**src/rtl/ctc_pkg.sv**
```systemverilog
package ctc_pkg;
    typedef enum logic [1:0] {
        ST_IDLE,
        ST_LOOK,
        ST_MEM,
        ST_RESP
    } ctc_state_e;
endpackage

```
**src/rtl/ctc_victim_sel.sv**
```systemverilog
// Decides what a miss does to a set: fill a way (and whom to charge) or refuse.
module ctc_victim_sel #(
    parameter int WAYS = 4,
    parameter int JOBS = 8,
    localparam int JOB_W = $clog2(JOBS),
    localparam int WAY_W = $clog2(WAYS)
) (
    input  logic [WAYS-1:0]             valid_i,
    input  logic [WAYS-1:0][JOB_W-1:0]  own_i,
    input  logic [WAY_W-1:0]            ptr_i,
    input  logic [JOB_W-1:0]            job_i,
    input  logic [JOBS-1:0]             prot_i,
    output logic                        bypass_o,
    output logic [WAY_W-1:0]            fill_way_o,
    output logic                        charge_en_o,
    output logic [JOB_W-1:0]            charge_job_o
);
    logic             inv_found;
    logic [WAY_W-1:0] inv_way;
    logic [WAY_W-1:0] dflt_way;
    logic [JOB_W-1:0] dflt_own;
    logic             foreign;
    logic             alt_found;
    logic [WAY_W-1:0] alt_way;

    always_comb begin
        inv_found = 1'b0;
        inv_way   = '0;
        for (int w = WAYS - 1; w >= 0; w--) begin
            if (!valid_i[w]) begin
                inv_found = 1'b1;
                inv_way   = WAY_W'(w);
            end
        end
        dflt_way = inv_found ? inv_way : ptr_i;
        dflt_own = own_i[dflt_way];

        foreign   = 1'b0;
        alt_found = 1'b0;
        alt_way   = '0;
        for (int w = WAYS - 1; w >= 0; w--) begin
            if (own_i[w] != job_i) begin
                foreign = 1'b1;
                if (!prot_i[own_i[w]]) begin
                    alt_found = 1'b1;
                    alt_way   = WAY_W'(w);
                end
            end
        end

        bypass_o     = 1'b0;
        fill_way_o   = dflt_way;
        charge_en_o  = 1'b0;
        charge_job_o = dflt_own;
        if (!inv_found) begin
            if (dflt_own != job_i) begin
                if (prot_i[dflt_own]) begin
                    bypass_o = 1'b1;
                end else begin
                    charge_en_o = 1'b1;
                end
            end else if (foreign) begin
                charge_en_o = 1'b1;
                if (prot_i[job_i] && alt_found) begin
                    fill_way_o   = alt_way;
                    charge_job_o = own_i[alt_way];
                end else begin
                    charge_job_o = job_i;
                end
            end
        end
    end
endmodule

```
**src/rtl/ctc_budget.sv**
```systemverilog
// Per-job contention counters and budgets.
module ctc_budget #(
    parameter int JOBS  = 8,
    parameter int CNT_W = 6,
    localparam int JOB_W = $clog2(JOBS)
) (
    input  logic             clk,
    input  logic             rst_n,
    input  logic             cfg_we,
    input  logic [JOB_W-1:0] cfg_job,
    input  logic [CNT_W-1:0] cfg_limit,
    input  logic             inc_en,
    input  logic [JOB_W-1:0] inc_job,
    input  logic [JOB_W-1:0] rd_job,
    output logic [CNT_W-1:0] rd_cnt,
    output logic [JOBS-1:0]  prot_o
);
    typedef struct packed {
        logic [JOBS-1:0][CNT_W-1:0] cnt;
        logic [JOBS-1:0][CNT_W-1:0] lim;
    } budget_t;

    budget_t b_d, b_q;

    always_comb begin
        b_d = b_q;
        if (inc_en && (b_q.cnt[inc_job] != '1)) begin
            b_d.cnt[inc_job] = b_q.cnt[inc_job] + CNT_W'(1);
        end
        if (cfg_we) begin
            b_d.lim[cfg_job] = cfg_limit;
            b_d.cnt[cfg_job] = '0;
        end
    end

    always_ff @(posedge clk or negedge rst_n) begin
        if (!rst_n) begin
            b_q.cnt <= '0;
            b_q.lim <= '1;
        end else begin
            b_q <= b_d;
        end
    end

    assign rd_cnt = b_q.cnt[rd_job];

    for (genvar j = 0; j < JOBS; j++) begin : g_job
        assign prot_o[j] = (b_q.cnt[j] >= b_q.lim[j]);

        a_r10_clear_on_cfg: assert property (@(posedge clk) disable iff (!rst_n)
            (cfg_we && cfg_job == JOB_W'(j)) |=> (b_q.cnt[j] == '0));

        a_r9_saturate: assert property (@(posedge clk) disable iff (!rst_n)
            (b_q.cnt[j] == '1 && !(cfg_we && cfg_job == JOB_W'(j))) |=> (b_q.cnt[j] == '1));

        a_r4_single_step: assert property (@(posedge clk) disable iff (!rst_n)
            !(cfg_we && cfg_job == JOB_W'(j)) |=>
                (b_q.cnt[j] == $past(b_q.cnt[j]) || b_q.cnt[j] == $past(b_q.cnt[j]) + CNT_W'(1)));
    end
endmodule

```
**src/rtl/ctc_line_store.sv**
```systemverilog
// Tags, owners, valid bits, data words and rotating pointers of every set.
module ctc_line_store #(
    parameter int SETS   = 16,
    parameter int WAYS   = 4,
    parameter int JOB_W  = 3,
    parameter int TAG_W  = 8,
    parameter int DATA_W = 16,
    localparam int IDX_W = $clog2(SETS),
    localparam int WAY_W = $clog2(WAYS)
) (
    input  logic                        clk,
    input  logic                        rst_n,
    input  logic [IDX_W-1:0]            set_sel,
    output logic [WAYS-1:0]             rd_valid,
    output logic [WAYS-1:0][TAG_W-1:0]  rd_tag,
    output logic [WAYS-1:0][JOB_W-1:0]  rd_own,
    output logic [WAYS-1:0][DATA_W-1:0] rd_data,
    output logic [WAY_W-1:0]            rd_ptr,
    input  logic                        adv_en,
    input  logic                        meta_we,
    input  logic [WAY_W-1:0]            meta_way,
    input  logic [TAG_W-1:0]            meta_tag,
    input  logic [JOB_W-1:0]            meta_own,
    input  logic                        data_we,
    input  logic [WAY_W-1:0]            data_way,
    input  logic [DATA_W-1:0]           data_in
);
    typedef struct packed {
        logic [SETS-1:0][WAYS-1:0]             valid;
        logic [SETS-1:0][WAYS-1:0][TAG_W-1:0]  tag;
        logic [SETS-1:0][WAYS-1:0][JOB_W-1:0]  own;
        logic [SETS-1:0][WAYS-1:0][DATA_W-1:0] data;
        logic [SETS-1:0][WAY_W-1:0]            ptr;
    } store_t;

    store_t s_d, s_q;

    always_comb begin
        s_d = s_q;
        if (adv_en) begin
            s_d.ptr[set_sel] = (s_q.ptr[set_sel] == WAY_W'(WAYS - 1)) ? '0
                             : s_q.ptr[set_sel] + WAY_W'(1);
        end
        if (meta_we) begin
            s_d.valid[set_sel][meta_way] = 1'b1;
            s_d.tag[set_sel][meta_way]   = meta_tag;
            s_d.own[set_sel][meta_way]   = meta_own;
        end
        if (data_we) begin
            s_d.data[set_sel][data_way] = data_in;
        end
    end

    always_ff @(posedge clk or negedge rst_n) begin
        if (!rst_n) begin
            s_q <= '0;
        end else begin
            s_q <= s_d;
        end
    end

    assign rd_valid = s_q.valid[set_sel];
    assign rd_tag   = s_q.tag[set_sel];
    assign rd_own   = s_q.own[set_sel];
    assign rd_data  = s_q.data[set_sel];
    assign rd_ptr   = s_q.ptr[set_sel];
endmodule

```
**src/rtl/ctc_cache.sv**
```systemverilog
// Shared cache controller with per-job contention budgets.
module ctc_cache #(
    parameter int SETS   = 16,
    parameter int WAYS   = 4,
    parameter int JOBS   = 8,
    parameter int ADDR_W = 12,
    parameter int DATA_W = 16,
    parameter int CNT_W  = 6,
    localparam int JOB_W = $clog2(JOBS),
    localparam int IDX_W = $clog2(SETS),
    localparam int WAY_W = $clog2(WAYS),
    localparam int TAG_W = ADDR_W - IDX_W
) (
    input  logic              clk,
    input  logic              rst_n,
    input  logic              req_valid,
    output logic              req_ready,
    input  logic [JOB_W-1:0]  req_job,
    input  logic [ADDR_W-1:0] req_addr,
    input  logic              req_we,
    input  logic [DATA_W-1:0] req_wdata,
    output logic              rsp_valid,
    output logic [DATA_W-1:0] rsp_rdata,
    output logic              rsp_hit,
    output logic              rsp_bypass,
    input  logic              cfg_we,
    input  logic [JOB_W-1:0]  cfg_job,
    input  logic [CNT_W-1:0]  cfg_limit,
    input  logic [JOB_W-1:0]  cnt_job,
    output logic [CNT_W-1:0]  cnt_value,
    output logic              mem_req,
    output logic              mem_we,
    output logic [ADDR_W-1:0] mem_addr,
    output logic [DATA_W-1:0] mem_wdata,
    input  logic              mem_ack,
    input  logic [DATA_W-1:0] mem_rdata
);
    import ctc_pkg::*;

    typedef struct packed {
        ctc_state_e        st;
        logic [JOB_W-1:0]  job;
        logic [ADDR_W-1:0] addr;
        logic              we;
        logic [DATA_W-1:0] wdata;
        logic [DATA_W-1:0] rdata;
        logic              hit;
        logic              bypass;
        logic              fill;
        logic [WAY_W-1:0]  way;
    } ctl_t;

    ctl_t r_d, r_q;

    logic [IDX_W-1:0]            set_idx;
    logic [TAG_W-1:0]            req_tag;
    logic [WAYS-1:0]             rd_valid;
    logic [WAYS-1:0][TAG_W-1:0]  rd_tag;
    logic [WAYS-1:0][JOB_W-1:0]  rd_own;
    logic [WAYS-1:0][DATA_W-1:0] rd_data;
    logic [WAY_W-1:0]            rd_ptr;
    logic                        hit;
    logic [WAY_W-1:0]            hit_way;
    logic                        adv_en, meta_we, data_we;
    logic [WAY_W-1:0]            data_way;
    logic [DATA_W-1:0]           data_in;
    logic                        inc_en;
    logic [JOBS-1:0]             prot;
    logic                        sel_bypass, sel_charge_en;
    logic [WAY_W-1:0]            sel_fill_way;
    logic [JOB_W-1:0]            sel_charge_job;

    assign set_idx = r_q.addr[IDX_W-1:0];
    assign req_tag = r_q.addr[ADDR_W-1:IDX_W];

    always_comb begin
        hit     = 1'b0;
        hit_way = '0;
        for (int w = 0; w < WAYS; w++) begin
            if (rd_valid[w] && rd_tag[w] == req_tag) begin
                hit     = 1'b1;
                hit_way = WAY_W'(w);
            end
        end
    end

    ctc_line_store #(
        .SETS(SETS), .WAYS(WAYS), .JOB_W(JOB_W), .TAG_W(TAG_W), .DATA_W(DATA_W)
    ) i_store (
        .clk(clk), .rst_n(rst_n), .set_sel(set_idx),
        .rd_valid(rd_valid), .rd_tag(rd_tag), .rd_own(rd_own), .rd_data(rd_data), .rd_ptr(rd_ptr),
        .adv_en(adv_en), .meta_we(meta_we), .meta_way(sel_fill_way), .meta_tag(req_tag),
        .meta_own(r_q.job), .data_we(data_we), .data_way(data_way), .data_in(data_in)
    );

    ctc_victim_sel #(.WAYS(WAYS), .JOBS(JOBS)) i_victim (
        .valid_i(rd_valid), .own_i(rd_own), .ptr_i(rd_ptr), .job_i(r_q.job), .prot_i(prot),
        .bypass_o(sel_bypass), .fill_way_o(sel_fill_way),
        .charge_en_o(sel_charge_en), .charge_job_o(sel_charge_job)
    );

    ctc_budget #(.JOBS(JOBS), .CNT_W(CNT_W)) i_budget (
        .clk(clk), .rst_n(rst_n), .cfg_we(cfg_we), .cfg_job(cfg_job), .cfg_limit(cfg_limit),
        .inc_en(inc_en), .inc_job(sel_charge_job), .rd_job(cnt_job), .rd_cnt(cnt_value),
        .prot_o(prot)
    );

    always_comb begin
        r_d      = r_q;
        adv_en   = 1'b0;
        meta_we  = 1'b0;
        data_we  = 1'b0;
        data_way = r_q.way;
        data_in  = r_q.wdata;
        inc_en   = 1'b0;
        unique case (r_q.st)
            ST_IDLE: begin
                if (req_valid) begin
                    r_d.st     = ST_LOOK;
                    r_d.job    = req_job;
                    r_d.addr   = req_addr;
                    r_d.we     = req_we;
                    r_d.wdata  = req_wdata;
                    r_d.hit    = 1'b0;
                    r_d.bypass = 1'b0;
                    r_d.fill   = 1'b0;
                end
            end
            ST_LOOK: begin
                if (hit) begin
                    r_d.hit = 1'b1;
                    r_d.way = hit_way;
                    if (r_q.we) begin
                        data_we  = 1'b1;
                        data_way = hit_way;
                        r_d.st   = ST_MEM;
                    end else begin
                        r_d.rdata = rd_data[hit_way];
                        r_d.st    = ST_RESP;
                    end
                end else begin
                    adv_en = 1'b1;
                    r_d.st = ST_MEM;
                    if (sel_bypass) begin
                        r_d.bypass = 1'b1;
                    end else begin
                        r_d.fill = 1'b1;
                        r_d.way  = sel_fill_way;
                        meta_we  = 1'b1;
                        inc_en   = sel_charge_en;
                        if (r_q.we) begin
                            data_we  = 1'b1;
                            data_way = sel_fill_way;
                        end
                    end
                end
            end
            ST_MEM: begin
                if (mem_ack) begin
                    r_d.st = ST_RESP;
                    if (!r_q.we) begin
                        r_d.rdata = mem_rdata;
                        if (r_q.fill) begin
                            data_we = 1'b1;
                            data_in = mem_rdata;
                        end
                    end
                end
            end
            ST_RESP: r_d.st = ST_IDLE;
            default: r_d.st = ST_IDLE;
        endcase
    end

    always_ff @(posedge clk or negedge rst_n) begin
        if (!rst_n) begin
            r_q    <= '0;
            r_q.st <= ST_IDLE;
        end else begin
            r_q <= r_d;
        end
    end

    assign req_ready  = (r_q.st == ST_IDLE);
    assign rsp_valid  = (r_q.st == ST_RESP);
    assign rsp_rdata  = r_q.rdata;
    assign rsp_hit    = r_q.hit;
    assign rsp_bypass = r_q.bypass;
    assign mem_req    = (r_q.st == ST_MEM);
    assign mem_we     = r_q.we;
    assign mem_addr   = r_q.addr;
    assign mem_wdata  = r_q.wdata;

    a_r11_single_pulse: assert property (@(posedge clk) disable iff (!rst_n)
        rsp_valid |=> !rsp_valid);

    a_r11_mem_hold: assert property (@(posedge clk) disable iff (!rst_n)
        (mem_req && !mem_ack) |=> (mem_req && $stable(mem_addr)));

    a_r2_read_hit_no_mem: assert property (@(posedge clk) disable iff (!rst_n)
        (r_q.st == ST_LOOK && hit && !r_q.we) |=> !mem_req);

    a_r7_refuse_keeps_set: assert property (@(posedge clk) disable iff (!rst_n)
        (r_q.st == ST_LOOK && !hit && sel_bypass) |=> ($stable(rd_valid) && $stable(rd_tag)));

    a_r4_new_owner: assert property (@(posedge clk) disable iff (!rst_n)
        (r_q.st == ST_LOOK && !hit && !sel_bypass) |=>
            (rd_own[$past(sel_fill_way)] == $past(r_q.job) && rd_valid[$past(sel_fill_way)]));
endmodule

```
**config.mk**
```make
export PLATFORM = sky130hd
export DESIGN_NAME = ctc_cache
export DESIGN_NICKNAME = d
export VERILOG_FILES = /design/src/rtl/ctc_pkg.sv /design/src/rtl/ctc_victim_sel.sv /design/src/rtl/ctc_budget.sv /design/src/rtl/ctc_line_store.sv /design/src/rtl/ctc_cache.sv
export SDC_FILE = /design/constraint.sdc
export NUM_CORES = 2
export LEC_CHECK = 0
export ABC_AREA = 0
export ABC_CLOCK_PERIOD_IN_PS = 12200
export BUFFER_PORTS_ARGS = -buffer_cell sky130_fd_sc_hd__buf_2
export CAP_MARGIN = 5
export CORE_AREA = 5 5 593 595
export DETAILED_ROUTE_END_ITERATION = 12
export DIE_AREA = 0 0 598 600
export PLACE_DENSITY = 0.41
export SLEW_MARGIN = 25
export SYNTH_ARGS = -nofsm -noshare
export SYNTH_HDL_FRONTEND = slang
export SYNTH_HIERARCHICAL = 1
export SYNTH_SLANG_ARGS = --single-unit
export TNS_END_PERCENT = 1
```
**constraint.sdc**
```tcl
create_clock -name clk -period 12.2 [get_ports clk]
set_input_delay 1.83 -clock clk [delete_from_list [all_inputs] [get_ports clk]]
set_output_delay 1.83 -clock clk [all_outputs]
set_load 0.01 [all_outputs]
```
==> results.py <==
metrics = {
    "timing": {
        "worst_pin_slew_ns": 1.090,
        "hold-worst-slack_ns": 0.4622,
        "hold_viol_final": 0,
        "finClkSkew_ns": 0.1187,
        "grt_setup_unrepaired": "no",
        "setup_viol": 0,
        "slew_headroom_pct": 27.08,
        "worst_slack_ns": 4.061,
        "fin_crit_sh_pct": 66.71,
        "period_minus_slack_ns": 8.139,
        "fmax_ghz": 0.1229,
        "tns_ns": 0,
        "maxSlewViolCount": 0,
    },
    "floorplanning": {
        "start_util_pct": 26.90,
        "die-area_um2": 358800,
        "fp-row-count": 216,
        "die_x_um": 598,
        "fp.coreArea_um2": 345400,
        "ioPinCount": 121,
        "die_h_um": 600,
    },
    "yosys": {
        "synth_most_common_cell": "dfrtp_1",
        "synth_common_cells": "dfrtp_1 (1927), mux2_2 (1827), mux4_2 (592)",
        "yosysTopAreaCell": "dfrtp_1",
        "ys_top_cells_by_area": "dfrtp_1 (52%), mux2_2 (22%), mux4_2 (14%)",
        "ys_async_sr_fraction_pct": 100.0,
        "synth_top_cell_area_share_pct": 51.90,
        "synthCells": 5972,
        "synth_seq_cells": 1975,
        "synth_top_flop_cell": "dfrtp_1",
        "synth_edf_count": 0,
        "syn-cell-area_um2": 92910,
        "synth.avg_cell_area_um2": 15.56,
        "yosysSeqAreaShare_pct": 53.26,
        "synth_nets": 6090,
        "yosys.cell_types.count": 86,
        "synth_warnings": 6,
    },
    "setup_path": {
        "critical_path.max_fanout": 89,
        "max_stage_delay_ns": 1.01,
        "worst-setup-path-type": "flip-flop to flip-flop",
        "arrival_ns": 8.95,
        "start_kind": "flip-flop",
        "cp_slowest_cell": "dfrtp_4",
        "crit_path_end_kind": "flip-flop",
        "crit_chain": "buf_12 > buf_4 > mux4_2 > mux4_2 > xnor2_1 > nand3_1 > nand2_1 > nand2_1 > o21ai_1 > a22oi_1 > a21oi_2 > buf_4 > mux4_1 > mux2i_4 > inv_1 > ha_1 > inv_1 > a211o_1 > o2111ai_4 > nand3b_1 > a21oi_1",
        "crit_required_ns": 13.02,
    },
    "clock_tree": {
        "cts.repair.resized": 0,
        "cts_tree": "built",
        "clock_path_buffers": 4,
        "cts_made_buffers": 233,
        "cts-root-buf": "clkbuf_16",
        "cts_max_level": 4,
        "cts_hold_buffers": 0,
        "clk_pin_slew_ns": 0.06,
        "clock_latency_ns": 0.93,
        "post_cts_buffers": 0,
        "cts.sinks": 1975,
    },
    "placed_design": {
        "place_ws_ns": 3.919,
        "port_buffers": 120,
        "placed_cell_area_um2": 98110,
        "hpwl_um": 165500,
        "gp_congestion": 0.7509,
    },
    "global_route": {
        "grt_pass1_vias": 55578,
        "antenna_found_initial": 20,
        "grt_max_degree": 176,
        "overflow": 0,
        "grt.total_usage_pct": 15.13,
        "grt_first_pass_wirelength_um": 405700,
    },
    "routing": {
        "drt_first_pass_iters": 5,
        "route.vias.total": 51458,
        "drc": 0,
        "vias_per_cell": 4.817,
        "postRouteAntennaNets": 0,
        "wl_per_cell_um": 25.60,
        "drt_iter0_drc": 2938,
        "routed_wl_um": 273500,
    },
    "outcome": {
        "status": "finished clean",
    },
    "pwr": {
        "max-vdd-ir-drop_v": 0.0001846,
        "powerDensity_nw_per_um2": 226.3,
        "leakage_nw": 49.55,
    },
    "layout": {
        "layout-drive-gt1-share_pct": 53.41,
        "final_cell_area_um2": 105800,
        "area_growth_pct": 13.91,
        "fin_nets": 6040,
    },
    "hold_path": {
        "hp-class": "flip-flop to flip-flop",
    },
    "run": {
        "drv_cap": 0,
    },
}
stage by stage:
step	std cells	utilization [%]	power [mW]
6_report	10682	30.64	23.95
5_1_grt	10679	30.64	25.26
4_1_cts	10676	30.61	24.44
3_5_place_dp	10263	28.41	17.23
3_3_place_gp	10262	28.40	17.09
2_1_floorplan	5972	-	14.49
layout by cell type (no fill, tap or decap), types with 10 or more instances in the layout:
master / netlist / final
dfrtp_1: 1927 / 1912
mux2_2: 1827 / 1824
mux4_2: 592 / 592
clkbuf_16: 0 / 233
nand2_1: 165 / 159
buf_4: 57 / 140
buf_2: 163 / 119
o21ai_0: 85 / 85
nor2_1: 86 / 77
clkbuf_1: 271 / 66
inv_1: 65 / 65
nand2b_1: 65 / 65
clkbuf_8: 0 / 58
mux2i_1: 54 / 53
ha_1: 53 / 53
dfstp_2: 48 / 48
a21o_1: 43 / 43
clkinv_2: 0 / 29
or2_2: 28 / 28
nor2b_1: 27 / 27
nor2_2: 25 / 26
xor2_1: 23 / 23
xnor2_1: 22 / 22
a22oi_1: 22 / 21
nand2_2: 16 / 21
a21oi_1: 21 / 20
nand3_1: 16 / 16
bufinv_16: 0 / 16
nand3b_1: 16 / 16
a211oi_1: 17 / 15
buf_12: 2 / 15
mux2_4: 10 / 13
o31ai_1: 13 / 12
dfrtp_2: 0 / 11
nor2_4: 2 / 10
and3_1: 10 / 10
critical path: cells and delay by family (launching register included):
kind                       cells  cell delay [ns]
xor gates and xnor gates       1             0.21
AOI/OAI and AO/OA              6             1.92
DFF                            1             1.01
adders and majority gates      1             0.26
and+or+nand+nor                4             0.81
muxes                          4             2.03
buffers and inverters          5             1.67
cells by family (layout without fill, tap and decap cells):
group                      count (synthesis)  count (layout)  share of synthesized area, %
DFF                                     1975            1975                         53.26
xor gates and xnor gates                  49              49                        0.5063
other                                      0               4                             0
muxes                                   2495            2495                         37.50
buffers and inverters                    632             760                         3.167
and+or+nand+nor                          519             519                         2.968
AOI/OAI and AO/OA                        249             249                         1.888
adders and majority gates                 53              53                        0.7137
report_power, final:
group	internal, mW	leakage (nW)	total, mW	switching [mW]
Sequential	7.93	26.9	8.83	0.900
Clock	4.18	3.75	7.03	2.84
Combinational	3.48	18.9	8.09	4.61
layer usage:
layer,part of all wire (%),track usage (%),wire (um)
met3,3.1,2.112,8602
met2,48,24.95,131400
met5,0,0,0
met4,1.9,3.161,5177
met1,47,21.27,128300
final timing paths:
| path | start | end | slack (ns) | depth (start not counted) |
|---|---|---|---|---|
| worst max-delay path | mem_addr[1] | i_budget/b_q[81] | 4.06 | 21 |
| worst min-delay path | i_store/s_q[1785] | i_store/s_q[1785] | 0.46 | 1 |
| worst max register to register | mem_addr[1] | i_budget/b_q[81] | 4.06 | 21 |
| worst min register to register | i_store/s_q[1785] | i_store/s_q[1785] | 0.46 | 1 |
| max in group asynchronous | rst_n | i_store/s_q[743] | 8.38 | 4 |
| min in group asynchronous | rst_n | i_store/s_q[1383] | 0.94 | 1 |
layout make-up:
cell class                      count  area, um^2
Fill cell                       34129      239600
Multi-Input combinational cell   3365       40650
Tap cell                         4578        5728
Timing Repair Buffer              281        2062
Antenna cell                        4       10.01
Inverter                           66       247.7
Sequential cell                  1975       49510
Clock inverter                     56       743.2
Clock buffer                      357        6877
registers in the layout (all words and copies together) (netlist names):
register / flops
rsp_rdata: 16
i_budget/b_q: 96
mem_we: 1
r_q: 8
mem_addr: 12
rsp_hit: 1
i_store/s_q: 1824
mem_wdata: 16
rsp_bypass: 1
Power figures use the tool's default switching activity.
